## config.mk

```make
export PLATFORM = sky130hd
export DESIGN_NAME = sata_oob_tx_seq
export DESIGN_NICKNAME = d
export VERILOG_FILES = /design/src/rtl/sata_oob_tx_seq.sv
export SDC_FILE = /design/constraint.sdc
export NUM_CORES = 1
export LEC_CHECK = 0
export BUFFER_PORTS_ARGS = -buffer_cell sky130_fd_sc_hd__buf_2
export CORE_MARGIN = 5
export CORE_UTILIZATION = 53
export CTS_CLUSTER_SIZE = 25
export DETAILED_ROUTE_END_ITERATION = 16
export PLACE_DENSITY = 0.77
export RECOVER_POWER = 100
export SLEW_MARGIN = 10
export SYNTH_ARGS = -nofsm -noshare
export SYNTH_HDL_FRONTEND = slang
export SYNTH_SLANG_ARGS = --single-unit
```

## constraint.sdc

```tcl
create_clock -name clk -period 2 [get_ports clk]
set_input_delay 0.1 -clock clk [delete_from_list [all_inputs] [get_ports clk]]
set_output_delay 0.1 -clock clk [all_outputs]
set_load 0.03 [all_outputs]
```

## src/rtl/sata_oob_tx_seq.sv

```systemverilog
module sata_oob_tx_seq #(
  parameter int INIT_GEN1_CYC = 432,
  parameter int WAKE_GEN1_CYC = 192,
  parameter int GUARD_CYC     = 8
) (
  input  logic       clk,
  input  logic       rst,
  input  logic [1:0] gen_sel,
  input  logic       req_init,
  input  logic       req_wake,
  input  logic       phy_com_finish,
  output logic       phy_cominit,
  output logic       phy_comwake,
  output logic       phy_tx_elec_idle,
  output logic       busy,
  output logic       done,
  output logic       done_by_timeout
);
  localparam int MAXB = (INIT_GEN1_CYC > WAKE_GEN1_CYC) ? INIT_GEN1_CYC : WAKE_GEN1_CYC;
  localparam int CW   = $clog2(MAXB * 4 + 1);

  logic          busy_q, done_q, byto_q, ci_q, cw_q, idle_q;
  logic [CW-1:0] cnt_q, lim_q;

  wire           accept  = !busy_q && (req_init || req_wake);
  wire  [CW-1:0] base    = req_init ? CW'(INIT_GEN1_CYC) : CW'(WAKE_GEN1_CYC);
  wire  [1:0]    shift   = (gen_sel == 2'd0) ? 2'd0 : (gen_sel == 2'd1) ? 2'd1 : 2'd2;
  wire  [CW-1:0] lim_nxt = base << shift;
  wire           ack     = busy_q && phy_com_finish && (cnt_q >= CW'(GUARD_CYC));
  wire           expire  = busy_q && (cnt_q == lim_q - CW'(1));

  always_ff @(posedge clk) begin
    if (rst) begin
      busy_q <= 1'b0;
      done_q <= 1'b0;
      byto_q <= 1'b0;
      ci_q   <= 1'b0;
      cw_q   <= 1'b0;
      idle_q <= 1'b1;
      cnt_q  <= '0;
      lim_q  <= '0;
    end else begin
      ci_q   <= accept && req_init;
      cw_q   <= accept && !req_init;
      done_q <= 1'b0;
      if (accept) begin
        busy_q <= 1'b1;
        idle_q <= 1'b0;
        cnt_q  <= '0;
        lim_q  <= lim_nxt;
      end else if (ack || expire) begin
        busy_q <= 1'b0;
        idle_q <= 1'b1;
        done_q <= 1'b1;
        byto_q <= !ack;
      end else if (busy_q) begin
        cnt_q <= cnt_q + CW'(1);
      end
    end
  end

  assign phy_cominit      = ci_q;
  assign phy_comwake      = cw_q;
  assign phy_tx_elec_idle = idle_q;
  assign busy             = busy_q;
  assign done             = done_q;
  assign done_by_timeout  = byto_q;

  assert_start_pulse_R2: assert property (@(posedge clk) disable iff (rst)
    $rose(busy_q) |-> (ci_q ^ cw_q));
  assert_init_one_cycle_R2: assert property (@(posedge clk) disable iff (rst)
    ci_q |=> !ci_q);
  assert_wake_one_cycle_R3: assert property (@(posedge clk) disable iff (rst)
    cw_q |=> !cw_q);
  assert_init_priority_R4: assert property (@(posedge clk) disable iff (rst)
    cw_q |-> !$past(req_init));
  assert_no_pulse_busy_R5: assert property (@(posedge clk) disable iff (rst)
    (busy_q && !ci_q && !cw_q) |=> (!ci_q && !cw_q) || !$past(busy_q));
  assert_idle_tracks_R6: assert property (@(posedge clk) disable iff (rst)
    busy_q != idle_q);
  assert_ack_source_R7: assert property (@(posedge clk) disable iff (rst)
    (done_q && !byto_q) |-> $past(phy_com_finish));
  assert_done_single_R10: assert property (@(posedge clk) disable iff (rst)
    done_q |-> !busy_q ##1 !done_q);
endmodule

```

# Word-level counts from Yosys, hierarchy flattened
# Cells that the tools add are included.
dict set report totals {
  input_bits 7
  word_cells 40
  out_inout_bits 6
  register_bits 28
}
dict set report classes {
  bitwise_logic 2
  reduce_logical 16
  add_sub_neg 2
  shift 1
  order_cmp 1
  n_mux 8
  eq_ne 2
}
# op count
set ops {}
lappend ops {{11-bit by 1-bit adder with 11-bit output, second input constant} 1}
lappend ops {{11-bit == test} 1}
lappend ops {{11-bit by 4-bit >= comparator with 1-bit output, second input constant} 1}
lappend ops {{9-bit by 2-bit << shifter with 11-bit output} 1}
lappend ops {{11-bit by 1-bit subtractor with 11-bit output, second input constant} 1}
lappend ops {{9-bit 2-to-1 mux} 1}
lappend ops {{1-bit logical AND} 6}
lappend ops {{1-bit 2-to-1 mux} 5}
lappend ops {{2-bit 2-to-1 mux} 2}
lappend ops {{2-bit AND reduction} 2}
lappend ops {{1-bit logical NOT} 3}
lappend ops {{2-bit by 1-bit == test with 1-bit output, second input constant} 1}
lappend ops {{2-bit logical NOT} 1}
lappend ops {{1-bit logical OR} 2}
lappend ops {{1-bit NOT} 2}
lappend ops {{2-bit nonzero test} 1}
lappend ops {{2-bit OR reduction} 1}

# Logic depth before layout (Yosys ltp)
# Gate-level depths: netlist (run 1).
dict set report logic_depth {
  ltp_word 6
  mapped_depth 11
  depth_no_buf 8
}

# Worst setup path before layout (run 1)
# OpenSTA, ideal clock, no wires.
dict set report synth_path {
  path_kind {register -> register}
  startpoint {register lim_q[4]}
  endpoint {register cnt_q[1]}
  setup_slack_ns -0.097
  synth_period_minus_slack_ns 2.097
  setup_time_ns 0.070
  arrival_time_ns 2.027
  path_stages_with_launch 12
  t_required_ns 1.930
  n_path_buf 3
  path_cell_list {dfxtp_1 > buf_2 > inv_1 > ha_1 > buf_2 > o21bai_1 > a211o_1 > a31o_4 > a21oi_2 > buf_4 > o21ai_1 > a21oi_1}
}
dict set report synth_between {
  elab_chain_len 6
}
# element line_no
set synth_rtl {}
lappend synth_rtl {{from (decl)} 23} ;# logic [CW-1:0] cnt_q, lim_q;
lappend synth_rtl {{from (signal assigned)} 50} ;# lim_q <= lim_nxt;
lappend synth_rtl {{11-bit by 1-bit subtractor with 11-bit output} 30} ;# wire expire = busy_q && (cnt_q == lim_q - CW'(1));
lappend synth_rtl {{11-bit == test} 30}
lappend synth_rtl {{1-bit logical AND} 30}
lappend synth_rtl {{1-bit logical OR} 51} ;# end else if (ack || expire) begin
lappend synth_rtl {{1-bit NOT (no source line)} -}
lappend synth_rtl {{2-bit AND reduction (no source line)} -}
lappend synth_rtl {{to (signal assigned)} 57} ;# cnt_q <= cnt_q + CW'(1);
lappend synth_rtl {{to (decl)} 23}
# Every way passes these cells.
# A chain may end at the register's enable or synchronous reset.

# Worst setup path after layout (run 1)
dict set report layout_path {
  startpoint {register lim_q[5]}
  endpoint {register cnt_q[2]}
}
# Same word-level chain as after synthesis.

==> results of run 1 <==
==> report_power, final <==
| group | leakage (nW) | total [mW] | internal (mW) | switching [mW] |
|---|---|---|---|---|
| Sequential | 0.199 | 0.522 | 0.498 | 0.0243 |
| Combinational | 0.452 | 0.231 | 0.107 | 0.124 |
| Clock | 0.0210 | 0.255 | 0.111 | 0.144 |
| Total | 0.672 | 1.01 | 0.716 | 0.292 |
==> what timing repair did <==
item                                    4_1_cts  5_1_grt
cloned                                        0        0
buffers inserted                              1        4
pin swaps                                     3       12
endpoints found under the setup margin        9       12
gates resized for setup                       8       15
==> synthesized netlist by cell type (4+ instances only) <==
library cell / instances / share of area, %
ha_1: 7 / 5.9
nand4_1: 6 / 2.5
buf_2: 6 / 2.0
nor2_1: 13 / 3.3
inv_1: 11 / 2.8
nand3_1: 7 / 2.4
nand2_1: 21 / 5.3
a21oi_1: 16 / 5.4
xnor2_1: 5 / 2.9
dfxtp_1: 24 / 32
o31ai_1: 4 / 2.0
nor3_1: 4 / 1.3
or4_1: 5 / 2.5
==> cell families (layout without fill, tap and decap cells) <==
family          after synthesis  count (layout)  share of synthesized area (%)
flops                        24              24                           32.3
mux                           2               2                           1.35
xor+xnor                      9               9                           6.22
simple gates                 74              74                           26.4
fa+ha+maj                     7               7                           5.89
buf+inv                      22              41                           6.31
compound gates               45              45                           21.5
==> per-layer routing <==
metal  global-route usage (%)  up-vias
met5                        0        -
met4                     9.02        0
met3                     3.24       13
met2                     28.8       40
met1                     20.6      685
li1                         -      692
==> flip-flops by register name, indices dropped and copies added (netlist names) <==
register,cells
cnt_q,11
busy,1
phy_cominit,1
phy_comwake,1
phy_tx_elec_idle,1
lim_q,7
done_by_timeout,1
done,1
==> through the flow <==
stage	total power, mW	util (%)	cell area [sq um]	setup slack (ns)
after floorplan	0.677	-	1520	0.0121
after global placement	0.726	60.4	1650	-0.0371
after detailed placement	0.736	60.4	1650	-0.136
after CTS	0.990	63.1	1730	0.00110
after global routing	1.07	65.9	1800	-0.143
final	1.01	65.9	1800	-0.0642
==> worst max-delay path, delay by kind of cell, from the launching register on <==
kind,cells,cell delay (ns)
AND/OR/NAND/NOR,1,0.48
AO/OA/AOI/OAI,4,0.59
buffers and inverters,2,0.20
adder cells (fa/ha/maj),1,0.19
XOR/XNOR,1,0.19
flip-flops,1,0.36
==> layout make-up <==
class	instances	area [sq um]	share of cell area, %
Clock buffer	4	36.3	2.01
Timing Repair Buffer	26	176	9.78
Multi-Input combinational cell	137	1020	56.6
Inverter	11	41.3	2.29
Tap cell	31	38.8	2.15
Sequential cell	24	490	27.2
==> worst paths after layout <==
path / from / end / slack (ns) / depth (start not counted)
worst max-delay path: lim_q[5]$_SDFFE_PP0P_ / cnt_q[2]$_SDFFE_PP0P_ / -0.06 / 9
worst min-delay path: req_init / phy_comwake$_SDFF_PP0_ / 0.04 / 2
worst max register to register: lim_q[5]$_SDFFE_PP0P_ / cnt_q[2]$_SDFFE_PP0P_ / -0.06 / 9
worst min register to register: done_by_timeout$_SDFFE_PP0P_ / done_by_timeout$_SDFFE_PP0P_ / 0.51 / 2
==> impl_metrics.ini, run 1 <==
[power]
p_leak_nw = 0.672
powerDensity_nw_per_um2 = 559
peakVddDrop_v = 0.000464

[cts]
cts_buffer_depth = 2
worstSkewPairLatency_ns = 0.32
cts_hold_buf = 0
numCtsBuffers = 3
htreeDepth = 1
clock_sinks = 24
clk_pin_slew_ns = 0.13
cts_tree = yes
cts_root_buffer = clkbuf_4

[timing]
timing.final.max_slew_violations = 0
setup_ws_ns = -0.0642
setup_tns_ns = -0.114
hold_slack_ns = 0.0382
hold_violations = 0
fin_crit_sh_pct = 103
worst_pin_slew_ns = 0.578
worst_clock_skew_ns = 0.00952
slew_headroom_pct = 61.4
finalSetupViolCount = 2
max_freq_ghz = 0.484
rsz0062_at_grt = yes
fin_crit_ns = 2.06

[die]
coreArea_sq_um = 2730
ios = 13
die_w_microns = 63.0
die_y_microns = 63.0
dieArea_sq_um = 3970
num_rows = 19
start_util_pct = 54.4

[detailed_routing]
viasPerCell = 6.14
first_pass_iters = 4
wl_per_cell_microns = 15.1
route.met2.wl_microns = 1670
post-route-drc-count = 0
drt_iter0_markers = 40
ant_nets = 0
wl_met1_microns = 1580
wl_met3_microns = 140
top_layer = met4
finalWirelength_microns = 3520
dr_total_vias = 1430

[worst_setup_path]
worstSetupEndpointType = register
cp_slowest_cell = or4_4
criticalPathCategory = reg2reg
path_cells = inv_2 -> ha_4 -> xnor2_4 -> a221oi_4 -> o211ai_1 -> a21oi_4 -> buf_12 -> or4_4 -> a21oi_2
path_max_fanout = 16
setup.worst_path.start_class = register
max_stage_delay_ns = 0.48
arrival_ns = 2.32
cp.required_ns = 2.26

[yosys]
syn_nets = 197
syn_inst = 183
synth_edf_count = 0
syn_area_per_cell_sq_um = 8.13
yosysUniqueCellTypes = 48
ys.flop_type = dfxtp_1
ys_seq_area_share_pct = 32.3
async_reset_ff_share_pct = 0
yosys_warnings = 0
ys_seq_elements = 24
netlist_area_sq_um = 1490

[placed_design]
dp.cells = 226
gp_congestion = 0.883
io_buffers = 12
hpwl_microns = 2490

[layout]
drive_above_1_share_pct = 28.7
final_cells = 233
mostFrequentLayoutCells = nand2_1, dfxtp_1, a21oi_1
layout.cells.most_common = nand2_1
nNetsFinal = 217
num-fill-cells = 201
syn_to_final_growth_pct = 21.2
diodes = 0

[run_status]
violations = negative setup slack
status = complete, but fails checks

[grt]
overflow = 0
track_usage_pct = 17.2
grt_start_max_net_pins = 17
grt_pass1_vias = 1351
grt_pass1_wl_microns = 5710
grt_antenna_before_repair = 0

[run]
drv_cap = 0

[hold_path]
hold_path.class = in2reg
Power figures use the tool's default switching activity.
==> run 2, diff against run 1 <==
--- a/config.mk
+++ b/config.mk
@@ -6,11 +6,13 @@
 export NUM_CORES = 1
 export LEC_CHECK = 0
 export BUFFER_PORTS_ARGS = -buffer_cell sky130_fd_sc_hd__buf_2
+export CELL_PAD_IN_SITES_DETAIL_PLACEMENT = 1
+export CELL_PAD_IN_SITES_GLOBAL_PLACEMENT = 1
 export CORE_MARGIN = 5
-export CORE_UTILIZATION = 53
+export CORE_UTILIZATION = 39
 export CTS_CLUSTER_SIZE = 25
 export DETAILED_ROUTE_END_ITERATION = 16
-export PLACE_DENSITY = 0.77
+export PLACE_DENSITY = 0.76
 export RECOVER_POWER = 100
 export SLEW_MARGIN = 10
 export SYNTH_ARGS = -nofsm -noshare
==> run 2 against run 1 <==
Effect of this change: the run still ends with negative setup slack left; setup slack better by 0.042 ns; highest routed layer unchanged; critical path type unchanged; hold slack better by 0.052 ns; power is 5.3% higher; maximum frequency is 2.1% higher.
==> impl_metrics.ini, run 2 (synthesis gave the netlist of run 1 again) <==
[hold_path]
hp-start = req_init
hold_path.class = in2reg
min_path_cells = 2

[cts]
cts_root_buffer = clkbuf_8
cts_buffer_depth = 2
cts_tree = yes
htreeDepth = 1
clock_sinks = 24
worstSkewPairLatency_ns = 0.28
clk_pin_slew_ns = 0.09
numCtsBuffers = 3

[layout]
final_cells = 250
layout.cells.most_common = nand2_1
largest_reg_flops = 11
mostFrequentLayoutCells = nand2_1, a21oi_1, dfxtp_1
drive_above_1_share_pct = 28.7
largest_registers = cnt_q (11), lim_q (7)
post-route-util_pct = 49.4
syn_to_final_growth_pct = 22.5
num-fill-cells = 461
stdcell_area_sq_um = 1820
nNetsFinal = 218
largest-register = cnt_q
diodes = 0

[die]
die_y_microns = 71.8
num_rows = 22
start_util_pct = 40.3
dieArea_sq_um = 5150
die_w_microns = 71.8
ios = 13
coreArea_sq_um = 3690

[worst_setup_path]
arrival_ns = 2.23
r2r_cells = 9
r2r-start = lim_q[5]$_SDFFE_PP0P_
path_max_fanout = 8
criticalPathCategory = reg2reg
worstSetupEndpointType = register
setup.worst_path.start_class = register
cp.required_ns = 2.21
critPathLaunch = lim_q[5]$_SDFFE_PP0P_

[timing]
hold_violations = 0
finalSetupViolCount = 2
timing.final.max_slew_violations = 0
hold_slack_ns = 0.0906
setup_ws_ns = -0.0227
worst_pin_slew_ns = 0.442
fin_crit_sh_pct = 101
max_freq_ghz = 0.494
setup_tns_ns = -0.0415
rsz0062_at_grt = yes
worst_clock_skew_ns = 0.0116
slew_headroom_pct = 70.4
fin_crit_ns = 2.02

[detailed_routing]
finalWirelength_microns = 4390
wl_per_cell_microns = 17.6
drt_iter0_markers = 70
first_pass_iters = 4
post-route-drc-count = 0
ant_nets = 0
viasPerCell = 5.79
dr_total_vias = 1447

[placed_design]
dpl_cell_area_sq_um = 1670
dp.cells = 243
hpwl_microns = 3120
gp_congestion = 0.790
pre_cts_slack_ns = -0.226
io_buffers = 12

[power]
total_power_mw = 1.06
powerDensity_nw_per_um2 = 583
p_leak_nw = 0.666
peakVddDrop_v = 0.000338

[grt]
grt_start_max_net_pins = 17
grt_pass1_wl_microns = 6760
grt_antenna_before_repair = 0
track_usage_pct = 16.7
grt_pass1_vias = 1433
overflow = 0

[run_status]
violations = negative setup slack
status = complete, but fails checks

[run]
drv_cap = 0
[run 2: power by group]
| part | total, mW | switching (mW) | internal (mW) |
|---|---|---|---|
| Clock | 0.298 | 0.162 | 0.135 |
| Sequential | 0.523 | 0.0258 | 0.497 |
| Combinational | 0.241 | 0.135 | 0.106 |
| Total | 1.06 | 0.323 | 0.738 |
[run 2: final timing paths]
check / end / slack (ns)
max: cnt_q[2]$_SDFFE_PP0P_ / -0.02
min reg2reg: phy_tx_elec_idle$_SDFFE_PP1P_ / 0.48
min: phy_comwake$_SDFF_PP0_ / 0.09
max reg2reg: cnt_q[2]$_SDFFE_PP0P_ / -0.02
[run 2: critical path: stages, from the launching register on]
cell and delay [ns]:
dfxtp_2 0.34, inv_2 0.04, ha_4 0.23, xnor2_1 0.26
nor3_2 0.08, o211ai_1 0.11, buf_4 0.20, a21oi_4 0.07
or4_1 0.48, a21oi_1 0.14
[run 2: metal layers]
metal / wire, microns / share of wire [%] / global-route usage, % / vias up
met3: 113 / 2.6 / 2.38 / 16
met1: 1920 / 44 / 19.7 / 694
met2: 2160 / 49 / 28.8 / 37
met4: 202 / 4.6 / 8.98 / 0
li1: - / - / - / 700
met5: 0 / 0 / 0 / -
[run 2: cell type report]
type / count / area (sq um) / area share (%)
multi-input cells: 138 / 1030 / 56.3
flip-flops and latches: 24 / 492 / 27.0
repair buffers: 26 / 161 / 8.86
well taps: 48 / 60.1 / 3.30
clock buffers: 3 / 41.3 / 2.27
inverters: 11 / 41.3 / 2.27
[run 2: what timing repair did]
item | in CTS | in global routing
pin swaps | 6 | 7
gates cloned | 0 | 1
setup buffers | 2 | 2
endpoints found under the setup margin | 14 | 15
hold buffers | 0 | 0
gates resized for setup | 8 | 16
==> run 3, diff against run 2 <==
--- a/config.mk
+++ b/config.mk
@@ -8,6 +8,7 @@
 export BUFFER_PORTS_ARGS = -buffer_cell sky130_fd_sc_hd__buf_2
 export CELL_PAD_IN_SITES_DETAIL_PLACEMENT = 1
 export CELL_PAD_IN_SITES_GLOBAL_PLACEMENT = 1
+export CORE_ASPECT_RATIO = 0.9
 export CORE_MARGIN = 5
 export CORE_UTILIZATION = 39
 export CTS_CLUSTER_SIZE = 25
==> run 3 against run 2 <==
Effect of this change: the flow now finishes without violations; first-iteration DRC count is 23% lower; global-route usage increased by 0.78 points; non-clock buffer count rose by 1; maximum frequency rose by 1.7%; power up 11%; register-to-register slack gained 0.03 ns; critical path type unchanged.
==> impl_metrics.ini, run 3 (synthesis gave the netlist of run 1 again) <==
[run_status]
status = complete, no violations

[worst_setup_path]
worstSetupEndpointType = register
setup.worst_path.start_class = register
cp.required_ns = 2.21
path_max_fanout = 16
criticalPathCategory = reg2reg
arrival_ns = 2.20

[detailed_routing]
dr_total_vias = 1418
viasPerCell = 5.69
finalWirelength_microns = 4130
drt_iter0_markers = 54
wl_per_cell_microns = 16.6
first_pass_iters = 4
post-route-drc-count = 0
ant_nets = 0

[timing]
finalSetupViolCount = 0
rsz0062_at_grt = yes
slew_headroom_pct = 68.9
fin_crit_sh_pct = 99.4
timing.final.max_slew_violations = 0
max_freq_ghz = 0.503
fin_crit_ns = 1.99
worst_clock_skew_ns = 0.0173
worst_pin_slew_ns = 0.465
hold_violations = 0

[cts]
cts_buffer_depth = 2
cts_tree = yes
worstSkewPairLatency_ns = 0.28
clock_sinks = 24
htreeDepth = 1
numCtsBuffers = 3
cts_root_buffer = clkbuf_8
clk_pin_slew_ns = 0.10

[power]
total_power_mw = 1.18
p_leak_nw = 0.669
peakVddDrop_v = 0.000559
powerDensity_nw_per_um2 = 648

[layout]
largest_reg_flops = 11
mostFrequentLayoutCells = nand2_1, dfxtp_1, a21oi_1
stdcell_area_sq_um = 1820
largest-register = cnt_q
drive_above_1_share_pct = 24.1
largest_registers = cnt_q (11), lim_q (7)
nNetsFinal = 218
layout.cells.most_common = nand2_1
num-fill-cells = 441
syn_to_final_growth_pct = 22.1
seq_area_sq_um = 489
multiInputGateArea_sq_um = 983
diodes = 0

[die]
coreArea_sq_um = 3700
dieArea_sq_um = 5150
num_rows = 21
start_util_pct = 40.2
die_w_microns = 75.1
ios = 13
die_y_microns = 68.6

[placed_design]
io_buffers = 12
gp_congestion = 0.851
dpl_cell_area_sq_um = 1690
hpwl_microns = 3120

[grt]
grt_pass1_vias = 1466
overflow = 0
grt_antenna_before_repair = 0
grt_start_max_net_pins = 17
track_usage_pct = 17.4
grt_pass1_wl_microns = 6910

[run]
drv_cap = 0

[hold_path]
hold_path.class = in2reg
==> run 3: cell types whose count changed in the layout (fill, tap and decap cells not counted), sizes merged <==
| cell | delta |
|---|---|
| a21oi | -1 |
| bufinv | +1 |
| buf | -3 |
| clkbuf | +4 |
==> run 3: per-stage QoR <==
stage	hold WS, ns	setup TNS, ns	instances	utilization [%]	worst slack [ns]
floorplan	0.179	0	183	-	0.0121
global placement	0.366	-0.166	244	45.7	-0.0558
detailed placement	0.396	-0.921	244	45.7	-0.159
CTS	0.0945	-0.00554	248	48.5	-0.00554
global route	0.108	-0.416	249	49.0	-0.0832
finish	0.0903	0	249	49.0	0.0110
==> run 3: routing by layer <==
| metal | track usage (%) | share of wire, % |
|---|---|---|
| met1 | 21.0 | 44 |
| met2 | 32.5 | 53 |
| met3 | 3.33 | 2.0 |
| met4 | 2.67 | 0.51 |
| met5 | 0 | 0 |
==> run 3: layout make-up <==
| class | instances | share of cell area, % |
|---|---|---|
| clock buffers | 3 | 2.27 |
| flip-flops and latches | 24 | 26.9 |
| multi-input cells | 137 | 54.1 |
| repair buffers | 27 | 9.57 |
| well taps | 46 | 3.17 |
| inverters | 11 | 2.27 |
| clock inverters | 1 | 1.65 |
==> run 3: path summary, 6_finish.rpt <==
| path | start | to | slack [ns] | depth (start not counted) |
|---|---|---|---|---|
| worst max-delay path | lim_q[4]$_SDFFE_PP0P_ | cnt_q[2]$_SDFFE_PP0P_ | 0.01 | 9 |
| worst min register to register | phy_tx_elec_idle$_SDFFE_PP1P_ | phy_tx_elec_idle$_SDFFE_PP1P_ | 0.48 | 2 |
| worst max register to register | lim_q[4]$_SDFFE_PP0P_ | cnt_q[2]$_SDFFE_PP0P_ | 0.01 | 9 |
| worst min-delay path | req_init | phy_comwake$_SDFF_PP0_ | 0.09 | 2 |
==> run 3: power by group <==
group / internal (mW) / switching, mW
Combinational: 0.101 / 0.123
Clock: 0.268 / 0.165
Sequential: 0.496 / 0.0249
==> run 3: worst max-delay path, stage by stage, from the launching register on <==
cell	delay [ns]
dfxtp_2	0.35
inv_2	0.05
ha_4	0.18
xnor2_2	0.15
a221oi_2	0.09
o211ai_1	0.31
a21oi_4	0.06
buf_12	0.16
or4_1	0.46
a21oi_1	0.13
==> run 3: repair_timing <==
| action | CTS | global route |
|---|---|---|
| resized for setup | 10 | 8 |
| pin swaps | 5 | 2 |
| endpoints found under the setup margin | 12 | 13 |
| hold buffers | 0 | 0 |
| buffers inserted | 1 | 1 |
| cloned | 0 | 0 |
